==> src/rtl/fdiv_pkg.sv <==
package fdiv_pkg;

    parameter int INT_W  = 8;
    parameter int FRAC_W = 8;
    localparam int DIV_W = INT_W + 1;

    // Ratio applied to one path: n + num/den
    typedef struct packed {
        logic [INT_W-1:0]  n;
        logic [FRAC_W-1:0] num;
        logic [FRAC_W-1:0] den;
    } ratio_t;

    // Result of one accumulator step: next residue and chosen period length
    typedef struct packed {
        logic [FRAC_W-1:0] res;
        logic [DIV_W-1:0]  div;
    } step_t;

    function automatic step_t frac_step(input logic [FRAC_W-1:0] acc, input ratio_t r);
        logic [FRAC_W:0] sum;
        step_t           s;
        sum = {1'b0, acc} + {1'b0, r.num};
        if (sum >= {1'b0, r.den}) begin
            s.res = FRAC_W'(sum - {1'b0, r.den});
            s.div = DIV_W'(r.n) + DIV_W'(1);
        end else begin
            s.res = sum[FRAC_W-1:0];
            s.div = DIV_W'(r.n);
        end
        return s;
    endfunction

endpackage

==> src/rtl/fdiv_frac_acc.sv <==
module fdiv_frac_acc
    import fdiv_pkg::*;
(
    input  logic              clk,
    input  logic              rst,
    input  logic              boundary,
    input  ratio_t            cfg,
    output logic [DIV_W-1:0]  div_next,
    output logic [FRAC_W-1:0] res_o,
    output ratio_t            act_o
);

    ratio_t            act_q;
    logic [FRAC_W-1:0] res_q;
    logic              reload;
    logic [FRAC_W-1:0] base;
    step_t             step;

    // A different ratio on the inputs restarts the residue from zero
    always_comb begin
        reload   = (cfg != act_q);
        base     = reload ? '0 : res_q;
        step     = frac_step(base, reload ? cfg : act_q);
        div_next = step.div;
    end

    always_ff @(posedge clk) begin
        if (rst) begin
            act_q <= '0;
            res_q <= '0;
        end else if (boundary) begin
            if (reload) begin
                act_q <= cfg;
            end
            res_q <= step.res;
        end
    end

    assign res_o = res_q;
    assign act_o = act_q;

endmodule

==> src/rtl/fdiv_int_cnt.sv <==
module fdiv_int_cnt
    import fdiv_pkg::*;
(
    input  logic             clk,
    input  logic             rst,
    input  logic [DIV_W-1:0] div_next,
    output logic             boundary,
    output logic             clk_o,
    output logic             edge_o,
    output logic [DIV_W-1:0] cur_div_o
);

    logic [DIV_W-1:0] cnt_q;
    logic [DIV_W-1:0] div_q;
    logic             run_q;

    assign boundary = (cnt_q == div_q - DIV_W'(1));

    always_ff @(posedge clk) begin
        if (rst) begin
            cnt_q <= '0;
            div_q <= DIV_W'(1);
            run_q <= 1'b0;
        end else if (boundary) begin
            cnt_q <= '0;
            div_q <= div_next;
            run_q <= 1'b1;
        end else begin
            cnt_q <= cnt_q + DIV_W'(1);
        end
    end

    assign clk_o     = run_q && (cnt_q < (div_q >> 1));
    assign edge_o    = run_q && (cnt_q == '0);
    assign cur_div_o = div_q;

endmodule

==> src/rtl/fdiv_path.sv <==
module fdiv_path
    import fdiv_pkg::*;
(
    input  logic              clk,
    input  logic              rst,
    input  ratio_t            cfg,
    output logic              clk_o,
    output logic              edge_o,
    output logic [FRAC_W-1:0] err_o,
    output ratio_t            act_o,
    output logic [DIV_W-1:0]  cur_div_o
);

    logic             boundary;
    logic [DIV_W-1:0] div_next;

    fdiv_frac_acc u_acc (
        .clk      (clk),
        .rst      (rst),
        .boundary (boundary),
        .cfg      (cfg),
        .div_next (div_next),
        .res_o    (err_o),
        .act_o    (act_o)
    );

    fdiv_int_cnt u_cnt (
        .clk       (clk),
        .rst       (rst),
        .div_next  (div_next),
        .boundary  (boundary),
        .clk_o     (clk_o),
        .edge_o    (edge_o),
        .cur_div_o (cur_div_o)
    );

endmodule

==> src/rtl/fdiv_top.sv <==
module fdiv_top
    import fdiv_pkg::*;
#(
    parameter int NUM_PATHS = 4
) (
    input  logic                          clk,
    input  logic                          rst,
    input  logic [NUM_PATHS*INT_W-1:0]    ratio_int_i,
    input  logic [NUM_PATHS*FRAC_W-1:0]   ratio_num_i,
    input  logic [NUM_PATHS*FRAC_W-1:0]   ratio_den_i,
    output logic [NUM_PATHS-1:0]          div_clk_o,
    output logic [NUM_PATHS-1:0]          edge_o,
    output logic [NUM_PATHS*FRAC_W-1:0]   phase_err_o
);

    ratio_t [NUM_PATHS-1:0]            act_w;
    logic   [NUM_PATHS-1:0][DIV_W-1:0] cur_div_w;

    for (genvar p = 0; p < NUM_PATHS; p++) begin : g_path
        ratio_t cfg;
        assign cfg.n   = ratio_int_i[p*INT_W +: INT_W];
        assign cfg.num = ratio_num_i[p*FRAC_W +: FRAC_W];
        assign cfg.den = ratio_den_i[p*FRAC_W +: FRAC_W];

        fdiv_path u_path (
            .clk       (clk),
            .rst       (rst),
            .cfg       (cfg),
            .clk_o     (div_clk_o[p]),
            .edge_o    (edge_o[p]),
            .err_o     (phase_err_o[p*FRAC_W +: FRAC_W]),
            .act_o     (act_w[p]),
            .cur_div_o (cur_div_w[p])
        );
    end

endmodule

==> config.mk <==
export PLATFORM = sky130hd
export DESIGN_NAME = fdiv_top
export DESIGN_NICKNAME = d
export VERILOG_FILES = /design/src/rtl/fdiv_pkg.sv /design/src/rtl/fdiv_frac_acc.sv /design/src/rtl/fdiv_int_cnt.sv /design/src/rtl/fdiv_path.sv /design/src/rtl/fdiv_top.sv
export SDC_FILE = /design/constraint.sdc
export NUM_CORES = 1
export LEC_CHECK = 0
export ABC_AREA = 1
export ABC_CLOCK_PERIOD_IN_PS = 5000
export BUFFER_PORTS_ARGS = -buffer_cell sky130_fd_sc_hd__buf_4
export CAP_MARGIN = 40
export CORE_ASPECT_RATIO = 1.75
export CORE_UTILIZATION = 55
export CTS_CLUSTER_DIAMETER = 150
export DETAILED_ROUTE_END_ITERATION = 10
export PLACE_DENSITY = 0.83
export SYNTH_ARGS = -nofsm -noshare
export SYNTH_HDL_FRONTEND = slang
export SYNTH_HIERARCHICAL = 1
export SYNTH_SLANG_ARGS = --single-unit
==> constraint.sdc <==
create_clock -name clk -period 5 [get_ports clk]
set_clock_uncertainty 0.15 [all_clocks]
set_input_delay 0.75 -clock clk [delete_from_list [all_inputs] [get_ports clk]]
set_output_delay 0.75 -clock clk [all_outputs]
set_load 0.005 [all_outputs]
## After elaboration in Yosys (flattened, before gate mapping)

Index checks and enable logic that the tools add are counted.

- ROM bits: 0
- Logic and storage cells: 92
- Bits in writable memories: 0
- Bits in registers: 204
- Latch bits: 0
- Memories: 0
- Output and inout port bits: 40
- Bits of input ports: 98

- $lt $le $gt $ge: 8
- Multipliers: 0
- Reductions and logical operators: 16
- Bitwise operators: 0
- Div/mod/pow operators: 0
- Eq/ne operators: 8
- Shift-type cells: 0
- Add/sub/neg operators: 20
- Multiplexer cells: 12

Operators with widths:

| operator | number |
|---|---|
| $mux W24 | 4 |
| $ne A24 B24 Y1 | 4 |
| $mux W17 | 4 |
| $add A8 B1 Y9 const B | 4 |
| $add A8 B8 Y9 | 4 |
| $add A9 B1 Y9 const B | 4 |
| $eq A9 B9 Y1 | 4 |
| $ge A9 B8 Y1 | 4 |
| $logic_not A9 Y1 | 4 |
| $lt A9 B8 Y1 | 4 |
| $sub A9 B1 Y9 const B | 4 |
| $mux W8 | 4 |
| $sub A8 B8 Y8 | 4 |
| $logic_and A1 B1 Y1 | 8 |
| $reduce_or A2 Y1 | 4 |

## Logic depth before layout (Yosys ltp)

- Depth after elaboration: 5
- Gate-level depth with buffers: 29
- Depth with buffers taken out: 27

## Hierarchy

The synthesis kept the hierarchy.

Modules (own cells, without submodules):

| module | seq. area each (sq um) | instances | cells each | area an instance (sq um) |
|---|---|---|---|---|
| fdiv_int_cnt | 380.4 | 4 | 236 | 1,619.1 |
| fdiv_frac_acc at g_path[0].u_path.u_acc ... | 640.6 | 2 | 392 | 2,653.8 |
| fdiv_frac_acc at g_path[3].u_path.u_acc | 640.6 | 1 | 405 | 2,661.3 |
| fdiv_frac_acc at g_path[2].u_path.u_acc | 640.6 | 1 | 405 | 2,636.3 |

## Least setup slack after synthesis

Ideal clock, no wire load.

- Kind: input to register
- From: in ratio_int_i[6]
- To: reg g_path[0].u_path.u_cnt.div_q[2]
- Data arrival time: 3.886 ns
- Data required time: 4.786 ns
- Setup time: 0.064 ns
- Stages on the path: 26
- Path slack: 0.900 ns
- Path buffers: 2
- Cells stage by stage: xnor2_1 -> nand4_1 -> nor2_1 -> nand3_1 -> nor2_1 -> ha_1 -> fa_1 -> nand3_1 -> nand3_1 -> xnor2_1 -> inv_1 -> ha_1 -> nand2_1 -> nand2_1 -> a21oi_2 -> nand2_4 -> nand2_8 -> nand3_4 -> buf_8 -> nand2_2 -> xor2_1 -> buf_4 -> inv_1 -> nand4_1 -> nand2_1 -> nor2_1

RTL lines:

| element | line | source |
|---|---|---|
| from (decl) | fdiv_top.sv:8 | `input logic [NUM_PATHS*INT_W-1:0] ratio_int_i,` |
| to (signal assigned) | fdiv_int_cnt.sv:26 | `div_q <= div_next;` |
| to (decl) | fdiv_int_cnt.sv:14 | `logic [DIV_W-1:0] div_q;` |

## Worst setup path after layout

- From: in ratio_int_i[8]
- To: reg g_path[1].u_path.u_cnt.div_q[4]

- Longest elaborated chain between the ends: 5
- Elaborated cells between the ends (all ways): 7
- Those cells by class: add/sub (2); order compare (1); eq/ne (1); mux (3)

Ends and longest elaborated chain:

| element | line | source |
|---|---|---|
| $ne A24 B24 Y1 | fdiv_frac_acc.sv:21 | `reload = (cfg != act_q);` |
| $mux W8 / $mux W24 (equally long branches) | -- |  |
| $add A8 B8 Y9 | fdiv_pkg.sv:23 | `sum = {1'b0, acc} + {1'b0, r.num};` |
| $ge A9 B8 Y1 | fdiv_pkg.sv:24 | `if (sum >= {1'b0, r.den}) begin` |
| $mux W17 (*) | fdiv_pkg.sv:24 |  |
| via g_path[1].u_path.div_next[4] | fdiv_path.sv:15 | `logic [DIV_W-1:0] div_next;` |
| to (signal assigned) | fdiv_int_cnt.sv:26 |  |
| to (decl) | fdiv_int_cnt.sv:14 |  |

Mark *: on every way through the listed nets, which the timed path passes. The rest lies on a longest branch.
A chain may end at the register's enable or synchronous reset.

==> impl_metrics.ini <==
[outcome]
run_status = completed

[die]
rows = 85
die-area_sq_um = 31800
fp.coreArea_sq_um = 30600
start_util = 0.558
die_h_um = 235
io_pins = 138
dieWidth_um = 135

[critical_path]
critical-path-max-stage-delay_ns = 0.39
cp.arrival_ns = 4.57
cp_max_fo = 9
r2r_cells = 24
r2r_slack_ns = 0.70
start_kind = input pin
reg2reg_to = g_path[1].u_path/u_cnt/cur_div_o[4]
crit_top_cell = nor2_1
crit_path_end_kind = register
r2r-start = g_path[1].u_path/u_acc/act_o[16]
cp_data_required_time_ns = 5.27
slowest_stage = ha_1
path_class = input pin to register

[timing]
relSlewSlack = 0.511
hold_viol = 0
period_minus_slack_ns = 4.31
slew_viol_final = 0
clock.fmax_mhz = 232
fin_tns_setup_ns = 0
worst_pin_slew_ns = 0.734
period_share = 0.861
setup_viol = 0
rsz0062_at_grt = no

[cts]
cts_resized = 0
cts_setup_buffers = 0
clk_path_buf_depth = 3
clock-sinks = 204
cts_buffers = 22
path_clk_slew_ns = 0.06
cts_tree = done
clkLatencyLatePin_ns = 0.52
holdBufCountCts = 0
root_buffer = clkbuf_16
htreeDepth = 1

[cells_and_area]
finalNonFillerCells = 2979
fill_cells = 2818
layout_common_cells = 492 x nand2_1, 356 x inv_1, 266 x nor2_1
diodes = 0
finalNetCount = 2791
drive_above_1_share = 0.162
mostFrequentLayoutCell = nand2_1
area_growth_pct = 9.28

[synthesis]
yosysWarnings = 6
avgSynthCellArea_sq_um = 6.73
syn_nets = 2752
postSynthCellCount = 2538
ys_seq_area_frac = 0.239
ys_seq_elements = 204
syn_area_sq_um = 17100
ys_types = 38

[placement]
place_inst = 2944
port_buffers = 137
hpwl_um = 34800
gp_congestion = 0.954

[power]
ir_worst_vdd_uv = 774
p_leak_uw = 0.00897
powerDensity_nw_per_um2 = 604

[grt]
grt_pass1_vias = 16380
grt_max_degree = 55
antenna_found_initial = 0
track_usage = 0.282
overflow = 0
grt_pass1_wl_um = 73200

[detailed_routing]
avgRoutedWirePerCell_um = 14.9
ant_nets = 0
wirelength_um = 44300
dr.pass1.iters = 5
drtIter0Drc = 641
vias = 16054
drt-vias-per-instance = 5.39
drc = 0

[hold_path]
whs_endpoint = g_path[2].u_path/u_cnt/cnt_q[0]
hold_class = register to register
min-delay-start = g_path[2].u_path/u_cnt/cnt_q[0]
hold-path-cell-count = 1

[job]
maxCapViolations = 0
-- critical path, delay by kind of cell --
family / cells / cell delay [ns]
simple gates: 14 / 2.02
fa+ha+maj: 2 / 0.69
compound gates: 2 / 0.42
buf+inv: 5 / 0.37
xor+xnor: 2 / 0.31
-- cell type report --
type                    instances  area (sq um)  area share
multi-input cells            1808         10800       0.580
flip-flops and latches        204          4080       0.219
inverters                     396          1490      0.0796
repair buffers                145          1090      0.0583
clock buffers                  32           659      0.0353
well taps                     391           489      0.0262
clock inverters                 3          40.0     0.00214
-- how the worst max path moves through the flow --
stage                                     startpoint                                  end  slack (ns)  depth (start not counted)
finish                                ratio_int_i[8]  g_path[1].u_path/u_cnt/cur_div_o[4]        0.69                         25
global route        g_path[1].u_path/u_acc/act_o[16]  g_path[1].u_path/u_cnt/cur_div_o[4]        0.33                         24
CTS                 g_path[1].u_path/u_acc/act_o[16]  g_path[1].u_path/u_cnt/cur_div_o[4]        0.75                         24
detailed placement                    ratio_int_i[8]  g_path[1].u_path/u_cnt/cur_div_o[4]        0.23                         25
global placement                     ratio_int_i[12]  g_path[1].u_path/u_cnt/cur_div_o[4]        0.31                         25
floorplan                             ratio_int_i[6]  g_path[0].u_path/u_cnt/cur_div_o[2]        0.90                         26
-- layer usage --
| metal | vias up | global-route usage | wire [um] |
|---|---|---|---|
| met5 | - | 0 | 0 |
| met1 | 7375 | 0.254 | 15100 |
| met3 | 205 | 0.0336 | 1670 |
| met4 | 0 | 0.205 | 3230 |
| met2 | 436 | 0.556 | 24300 |
| li1 | 8038 | - | - |
-- power by group --
group          switching (uW)  internal (uW)
clock network             672            956
logic                    4370           2420
registers                 567           2280
total                    5610           5660
-- sequential cells by signal (all words and copies together) (netlist names) --
signal / count
g_path.u_path/u_acc/act_o: 96
g_path.u_path/u_cnt/cur_div_o: 36
g_path.u_path/u_cnt/run_q: 4
g_path.u_path/u_acc/res_o: 32
g_path.u_path/u_cnt/cnt_q: 36
-- through the flow --
step | setup WS [ns] | utilization | hold WS [ns] | area, sq um | total power, uW
3_5_place_dp | 0.225 | 0.587 | 0.314 | 18000 | 9610
6_report | 0.694 | 0.609 | 0.327 | 18700 | 11300
4_1_cts | 0.748 | 0.609 | 0.317 | 18700 | 11300
5_1_grt | 0.329 | 0.609 | 0.345 | 18700 | 12300
2_1_floorplan | 0.900 | - | 0.289 | 17100 | 8130
3_3_place_gp | 0.311 | 0.587 | 0.307 | 18000 | 9340
-- cell usage after synthesis (all sizes together) --
library cell	count	area share
a2111oi	4	0.0021
a21oi	142	0.046
and3	2	0.00073
buf	52	0.023
clkbuf	78	0.017
clkinv	8	0.0018
dfxtp	204	0.24
fa	8	0.0094
ha	108	0.079
inv	388	0.085
nand2	566	0.15
nand3	194	0.068
nand3b	4	0.0018
nand4	90	0.036
nor2	344	0.097
nor3	22	0.0064
nor4	4	0.0015
o21ai	122	0.037
o21bai	6	0.0026
or2	2	0.00073
xnor2	124	0.064
xor2	66	0.034
-- cell families after synthesis --
| kind of cell | after synthesis | share of synthesized area |
|---|---|---|
| AND/OR/NAND/NOR | 1228 | 0.360 |
| XOR/XNOR | 190 | 0.0974 |
| flip-flops | 204 | 0.239 |
| AO/OA/AOI/OAI | 274 | 0.0873 |
| adder cells (fa/ha/maj) | 116 | 0.0885 |
| buffers and inverters | 526 | 0.128 |
No activity file was read; power rests on OpenSTA's default activity.
